## src/rtl/eqp_pkg.sv

```systemverilog
package eqp_pkg;
  localparam int ENTRY_W   = 256;
  localparam int PAYLOAD_W = 192;

  typedef enum logic [1:0] {
    NS_IDLE   = 2'd0,
    NS_ARMED  = 2'd1,
    NS_FIRED  = 2'd2,
    NS_ALWAYS = 2'd3
  } ntf_state_e;

  localparam logic [7:0] DB_INC_CI  = 8'd1;
  localparam logic [7:0] DB_ARM     = 8'd2;
  localparam logic [7:0] DB_CQ_OFF  = 8'd3;
  localparam logic [7:0] DB_SET_CI  = 8'd4;
  localparam logic [7:0] DB_ARM_ALL = 8'd5;

  localparam logic [3:0] ST_OK    = 4'd0;
  localparam logic [3:0] ST_OVF   = 4'd9;
  localparam logic [3:0] ST_WFAIL = 4'd10;
endpackage

```

## src/rtl/eqp_doorbell.sv

```systemverilog
module eqp_doorbell #(
  parameter int QN_W  = 5,
  parameter int Q_ID  = 3,
  parameter int IDX_W = 3
) (
  input  logic             db_valid_i,
  input  logic [31:0]      db_w0_i,
  input  logic [31:0]      db_w1_i,
  output logic             inc_ci_o,
  output logic             set_ci_o,
  output logic [IDX_W-1:0] set_val_o,
  output logic             arm_o,
  output logic             arm_always_o,
  output logic             cq_off_o,
  output logic [23:0]      cq_num_o
);
  import eqp_pkg::*;

  logic       hit;
  logic [7:0] cmd;

  assign hit = db_valid_i && (db_w0_i[QN_W-1:0] == QN_W'(Q_ID));
  assign cmd = db_w0_i[31:24];

  assign inc_ci_o     = hit && (cmd == DB_INC_CI);
  assign set_ci_o     = hit && (cmd == DB_SET_CI);
  assign arm_o        = hit && (cmd == DB_ARM);
  assign arm_always_o = hit && (cmd == DB_ARM_ALL);
  assign cq_off_o     = hit && (cmd == DB_CQ_OFF);
  assign set_val_o    = db_w1_i[IDX_W-1:0];
  assign cq_num_o     = db_w1_i[23:0];
endmodule

```

## src/rtl/eqp_index.sv

```systemverilog
module eqp_index #(
  parameter int DEPTH = 8,
  parameter int IDX_W = 3
) (
  input  logic             clk_i,
  input  logic             rst_ni,
  input  logic             evt_try_i,
  input  logic             own_i,
  input  logic             inc_ci_i,
  input  logic             set_ci_i,
  input  logic [IDX_W-1:0] set_val_i,
  output logic             accept_o,
  output logic             ovf_o,
  output logic             wfail_o,
  output logic [IDX_W-1:0] prod_o,
  output logic [IDX_W-1:0] cons_o,
  output logic [IDX_W:0]   fill_o
);
  logic [IDX_W-1:0] prod_q, cons_q, set_dist;
  logic [IDX_W:0]   fill_q, adv;
  logic             full;

  assign full     = (fill_q == (IDX_W+1)'(DEPTH));
  assign accept_o = evt_try_i && !full && own_i;
  assign ovf_o    = evt_try_i && full;
  assign wfail_o  = evt_try_i && !full && !own_i;
  assign set_dist = set_val_i - cons_q;

  // release may never pass the producer
  always_comb begin
    adv = '0;
    if (inc_ci_i && (fill_q != '0))
      adv = (IDX_W+1)'(1);
    else if (set_ci_i && ({1'b0, set_dist} <= fill_q))
      adv = {1'b0, set_dist};
  end

  always_ff @(posedge clk_i or negedge rst_ni) begin
    if (!rst_ni) begin
      prod_q <= '0;
      cons_q <= '0;
      fill_q <= '0;
    end else begin
      prod_q <= prod_q + IDX_W'(accept_o);
      cons_q <= cons_q + adv[IDX_W-1:0];
      fill_q <= fill_q + (IDX_W+1)'(accept_o) - adv;
    end
  end

  assign prod_o = prod_q;
  assign cons_o = cons_q;
  assign fill_o = fill_q;
endmodule

```

## src/rtl/eqp_notify.sv

```systemverilog
module eqp_notify (
  input  logic       clk_i,
  input  logic       rst_ni,
  input  logic       accept_i,
  input  logic       arm_i,
  input  logic       arm_always_i,
  output logic       fire_o,
  output logic [1:0] state_o
);
  import eqp_pkg::*;

  ntf_state_e state_q, state_d;

  always_comb begin
    fire_o  = accept_i && (state_q == NS_ARMED || state_q == NS_ALWAYS);
    state_d = state_q;
    if (accept_i && state_q == NS_ARMED) state_d = NS_FIRED;
    if (arm_i)             state_d = NS_ARMED;
    else if (arm_always_i) state_d = NS_ALWAYS;
  end

  always_ff @(posedge clk_i or negedge rst_ni) begin
    if (!rst_ni) state_q <= NS_IDLE;
    else         state_q <= state_d;
  end

  assign state_o = state_q;
endmodule

```

## src/rtl/eq_producer.sv

```systemverilog
module eq_producer #(
  parameter int DEPTH = 8,
  parameter int QN_W  = 5,
  parameter int Q_ID  = 3,
  localparam int IDX_W  = (DEPTH > 2) ? $clog2(DEPTH) : 1,
  localparam int ADDR_W = IDX_W + 5
) (
  input  logic              clk_i,
  input  logic              rst_ni,
  input  logic              evt_valid_i,
  input  logic [7:0]        evt_type_i,
  input  logic [7:0]        evt_subtype_i,
  input  logic [191:0]      evt_payload_i,
  input  logic              own_i,
  input  logic              db_valid_i,
  input  logic [31:0]       db_word0_i,
  input  logic [31:0]       db_word1_i,
  output logic              mem_we_o,
  output logic [ADDR_W-1:0] mem_addr_o,
  output logic [255:0]      mem_wdata_o,
  output logic              irq_o,
  output logic              cq_disarm_vld_o,
  output logic [23:0]       cq_disarm_num_o,
  output logic [3:0]        status_o,
  output logic [IDX_W-1:0]  prod_idx_o,
  output logic [IDX_W-1:0]  cons_idx_o,
  output logic [1:0]        arm_state_o
);
  import eqp_pkg::*;

  logic             inc_ci, set_ci, arm, arm_always, cq_off;
  logic [IDX_W-1:0] set_val, prod, cons;
  logic [23:0]      cq_num;
  logic             accept, ovf, wfail, fire;
  logic [IDX_W:0]   fill;

  eqp_doorbell #(.QN_W(QN_W), .Q_ID(Q_ID), .IDX_W(IDX_W)) i_db (
    .db_valid_i   (db_valid_i),
    .db_w0_i      (db_word0_i),
    .db_w1_i      (db_word1_i),
    .inc_ci_o     (inc_ci),
    .set_ci_o     (set_ci),
    .set_val_o    (set_val),
    .arm_o        (arm),
    .arm_always_o (arm_always),
    .cq_off_o     (cq_off),
    .cq_num_o     (cq_num)
  );

  eqp_index #(.DEPTH(DEPTH), .IDX_W(IDX_W)) i_idx (
    .clk_i     (clk_i),
    .rst_ni    (rst_ni),
    .evt_try_i (evt_valid_i),
    .own_i     (own_i),
    .inc_ci_i  (inc_ci),
    .set_ci_i  (set_ci),
    .set_val_i (set_val),
    .accept_o  (accept),
    .ovf_o     (ovf),
    .wfail_o   (wfail),
    .prod_o    (prod),
    .cons_o    (cons),
    .fill_o    (fill)
  );

  eqp_notify i_ntf (
    .clk_i        (clk_i),
    .rst_ni       (rst_ni),
    .accept_i     (accept),
    .arm_i        (arm),
    .arm_always_i (arm_always),
    .fire_o       (fire),
    .state_o      (arm_state_o)
  );

  logic [255:0] entry;
  assign entry = {8'h00, 24'h0, evt_payload_i, evt_subtype_i, 8'h00, evt_type_i, 8'h00};

  always_ff @(posedge clk_i or negedge rst_ni) begin
    if (!rst_ni) begin
      mem_we_o        <= 1'b0;
      mem_addr_o      <= '0;
      mem_wdata_o     <= '0;
      irq_o           <= 1'b0;
      cq_disarm_vld_o <= 1'b0;
      cq_disarm_num_o <= '0;
      status_o        <= ST_OK;
    end else begin
      mem_we_o        <= accept;
      irq_o           <= fire;
      cq_disarm_vld_o <= cq_off;
      if (accept) begin
        mem_addr_o  <= {prod, 5'b0};
        mem_wdata_o <= entry;
      end
      if (cq_off) cq_disarm_num_o <= cq_num;
      // first fault wins
      if (status_o == ST_OK) begin
        if (ovf)        status_o <= ST_OVF;
        else if (wfail) status_o <= ST_WFAIL;
      end
    end
  end

  assign prod_idx_o = prod;
  assign cons_idx_o = cons;
endmodule

```

## config.mk

```make
export PLATFORM = sky130hd
export DESIGN_NAME = eq_producer
export DESIGN_NICKNAME = d
export VERILOG_FILES = /design/src/rtl/eqp_pkg.sv /design/src/rtl/eqp_doorbell.sv /design/src/rtl/eqp_index.sv /design/src/rtl/eqp_notify.sv /design/src/rtl/eq_producer.sv
export SDC_FILE = /design/constraint.sdc
export NUM_CORES = 1
export LEC_CHECK = 0
export CAP_MARGIN = 0
export CORE_AREA = 4 4 224 226
export CTS_CLUSTER_DIAMETER = 100
export DETAILED_ROUTE_END_ITERATION = 12
export DIE_AREA = 0 0 228 230
export PLACE_DENSITY_LB_ADDON = 0.12
export SYNTH_ARGS = -nofsm -noshare
export SYNTH_HDL_FRONTEND = slang
export SYNTH_SLANG_ARGS = --single-unit
```

## constraint.sdc

```tcl
create_clock -name clk_i -period 9.56 [get_ports clk_i]
set_input_delay 1.912 -clock clk_i [delete_from_list [all_inputs] [get_ports clk_i]]
set_output_delay 1.912 -clock clk_i [all_outputs]
set_load 0.01 [all_outputs]
```

==> results.md <==
- Final Total Pwr: 3.92 mW
- Total track usage: 0.142
- Max-cap check violation count: 0
- Rows: 81
- Placeable core region: 48,300 um^2
- Tmin final: 5030 ps
- CP Capture Type: register
- Via Count: 8,725
- Synthesized flop and latch total: 253
- Psw: 1.19 mW
- Drt total wl: 38,500 um
- Distinct cells, synth: 45
- Worst-Skew Late Latency: 530 ps
- Dpl hpwl: 27,100 um
- Clock share of power: 0.321
- Ys Warns: 0
- NumNets Final: 1,881
- Worst EP arrival: 5440 ps
- Pwr/cell area: 233 nW/um^2
- IO Count: 580
- Filler Cell Count: 5,021
- Crit path max fanout: 3
- Setup TNS: 0 ps
- Setup Viol. Count Final: 0
- H-tree depth: 2
- Hold Buf Count CTS: 0
- Synth-to-Final Area Change: 62.5%
- Inst Count DP: 2,174
- FF+latch area: 6330 um^2
- Post-route DRC: 0
- Vias per cell: 3.90
- Clock sinks: 253
- WL met3: 2490 um
- Global-route wire length before repair: 57,600 um
- Maximum buffer depth of the clock tree: 3
- Final count of hold timing violations: 0
- CP startpoint kind: input port
- Synth cell count leaders: nand2_1, dfrtp_1, buf_4
- Synth area leader: dfrtp_1
- Post-CTS resize count: 0
- Internal power: 2.73 mW
- Die width: 228 um
- Postcts setup bufs: 0
- Sw Ratio: 0.304
- Initial Util: 0.215
- Slew @ Worst Pin: 1000 ps
- Post-synth ARST share: 1.00
- Setup CP Type: input port to register
- Post-Route M1 WL: 15,200 um
- Status: finished, final reports clean
- Worst-path clk slew: 60 ps
- Final Cell Area: 16,900 um^2
- Most frequent cell after synthesis: nand2_1
- Drt pass-1 iters: 6
- CTS root buf: clkbuf_16
- Antenna violation net count after detailed routing: 0
- Post-synth top area share: 0.610
- Worst Path Required: 9970 ps
- Input/output buffers: 498
- Wire per inst: 17.2 um
- Finished Layout Cells: 2,237
- Syn avg cell area: 9.45 um^2
- Footprint of the multi-input gates: 3550 um^2
- Main flop type after synthesis: dfrtp_1
- Routability congestion estimate: 0.752
- RSZ-0062 raised after global routing: false
- Fraction of layout cells with a size suffix above 1: 0.0515
- Maximum number of pins on one net before global-route repair: 134
- Initial antenna violation count: 5
- Post-synthesis sequential area ratio: 0.610
- CTS tree: built
- Leak: 8.15 nW
- Max Clk Rate: 199 MHz
- Worst hold-check path type: register to register
- Grt total ovfl: 0
- Final Cycle Share: 0.526
- Post-synth EDFFs: 0
- Uppermost layer routed: met5
- Largest cells by area after synthesis: dfrtp_1, nand2_1, buf_4
- Met2 routed WL: 19,900 um
- Cts bufs inserted: 34
- Rel. slew slack: 0.330
- Number of DRC markers in iteration 0: 443
- Netlist Area Pre-Place: 10,400 um^2
- Fin util: 0.349
- Final-report max-slew violation count: 0
- Combinational share of power: 0.305
- Number of global-route vias before repair: 9,006
- Synthesized instance count: 1,098
- Post-Place Cell Area: 15,800 um^2
- VDD IR-drop max: 97.8 uV
- Clock Skew: 15.7 ps
- Die extent in y: 230 um
- Die area: 52,400 um^2
- Sequential share of power: 0.373
## layout make-up
type                       instances  share of cell area
clock inverter                     4             0.00267
tap                              622              0.0461
timing repair buffer             504               0.299
clock buffer                      56              0.0621
sequential                       253               0.375
inverter                          16             0.00386
multi-input combinational        779               0.210
antenna                            3            0.000445
## power by group through the flow
| stage | logic [mW] | registers, mW | clock network [mW] |
|---|---|---|---|
| after floorplan | 0.342 | 1.59 | 0 |
| after global placement | 1.22 | 1.48 | 0 |
| after global routing | 1.31 | 1.50 | 1.37 |
| final | 1.20 | 1.47 | 1.26 |
| after detailed placement | 1.23 | 1.48 | 0 |
| after CTS | 1.23 | 1.47 | 1.32 |
## logic make-up after synthesis
kind of cell / share of synthesized area
adders and majority gates: 0.0215
and+or+nand+nor: 0.248
muxes: 0.0318
buffers and inverters: 0.0686
AOI/OAI and AO/OA: 0.0133
DFF: 0.610
other: 0.000361
xor gates and xnor gates: 0.00675
## per-layer routing
layer,global-route usage,up-vias
met5,0,-
met4,0.0406,4
met3,0.0462,54
met2,0.252,261
met1,0.163,4160
li1,-,4246
## worst paths after layout
path	startpoint	to	slack, ps	cells after the start
max in group asynchronous	rst_ni	mem_wdata_o[71]	6850	2
worst min register to register	mem_wdata_o[53]	mem_wdata_o[53]	470	2
worst min-delay path	mem_wdata_o[53]	mem_wdata_o[53]	470	2
min in group asynchronous	rst_ni	mem_wdata_o[41]	1350	1
worst max register to register	i_idx.fill_o[3]	i_idx.prod_o[2]	5840	7
worst max-delay path	db_word1_i[0]	i_idx.fill_o[1]	4530	16
## sequential cells by signal (all words and copies together) (netlist names), 2 cells and up
signal,flops
i_ntf.state_o,2
mem_wdata_o,208
i_idx.cons_o,3
i_idx.fill_o,4
mem_addr_o,3
status_o,3
i_idx.prod_o,3
cq_disarm_num_o,24
## critical path: stages
cell,delay [ps]
clkdlybuf4s50_1,450
inv_1,50
ha_1,180
inv_1,60
fa_1,440
ha_1,300
nor2b_1,130
o31ai_1,350
o211ai_1,150
a21boi_0,310
ha_1,290
inv_1,60
ha_1,160
inv_1,60
fa_1,480
inv_1,50
## through the flow
| stage | hold slack [ps] | setup slack [ps] |
|---|---|---|
| 6_report | 469 | 4530 |
| 5_1_grt | 478 | 4250 |
| 4_1_cts | 474 | 4470 |
| 3_5_place_dp | 461 | 3920 |
| 3_3_place_gp | 457 | 3910 |
| 2_1_floorplan | 504 | 4760 |
## layout by cell type, fill, tap and decap left out, types with 2 or more instances in the layout
| cell type | count |
|---|---|
| nand2_1 | 635 |
| clkdlybuf4s50_1 | 497 |
| dfrtp_1 | 253 |
| conb_1 | 54 |
| clkbuf_16 | 37 |
| mux2_4 | 19 |
| inv_1 | 15 |
| clkbuf_1 | 14 |
| ha_1 | 13 |
| xnor2_1 | 6 |
| clkbuf_8 | 5 |
| buf_4 | 5 |
| mux2_2 | 4 |
| o21ai_0 | 4 |
| diode_2 | 3 |
| nor2b_1 | 3 |
| nor2_1 | 3 |
| fa_1 | 3 |
| clkinv_2 | 3 |
| nand3_1 | 2 |
| o31ai_1 | 2 |
| xor2_1 | 2 |
| o21a_1 | 2 |
| a21o_1 | 2 |
| a21oi_1 | 2 |
No activity file was read; power rests on OpenSTA's default activity.
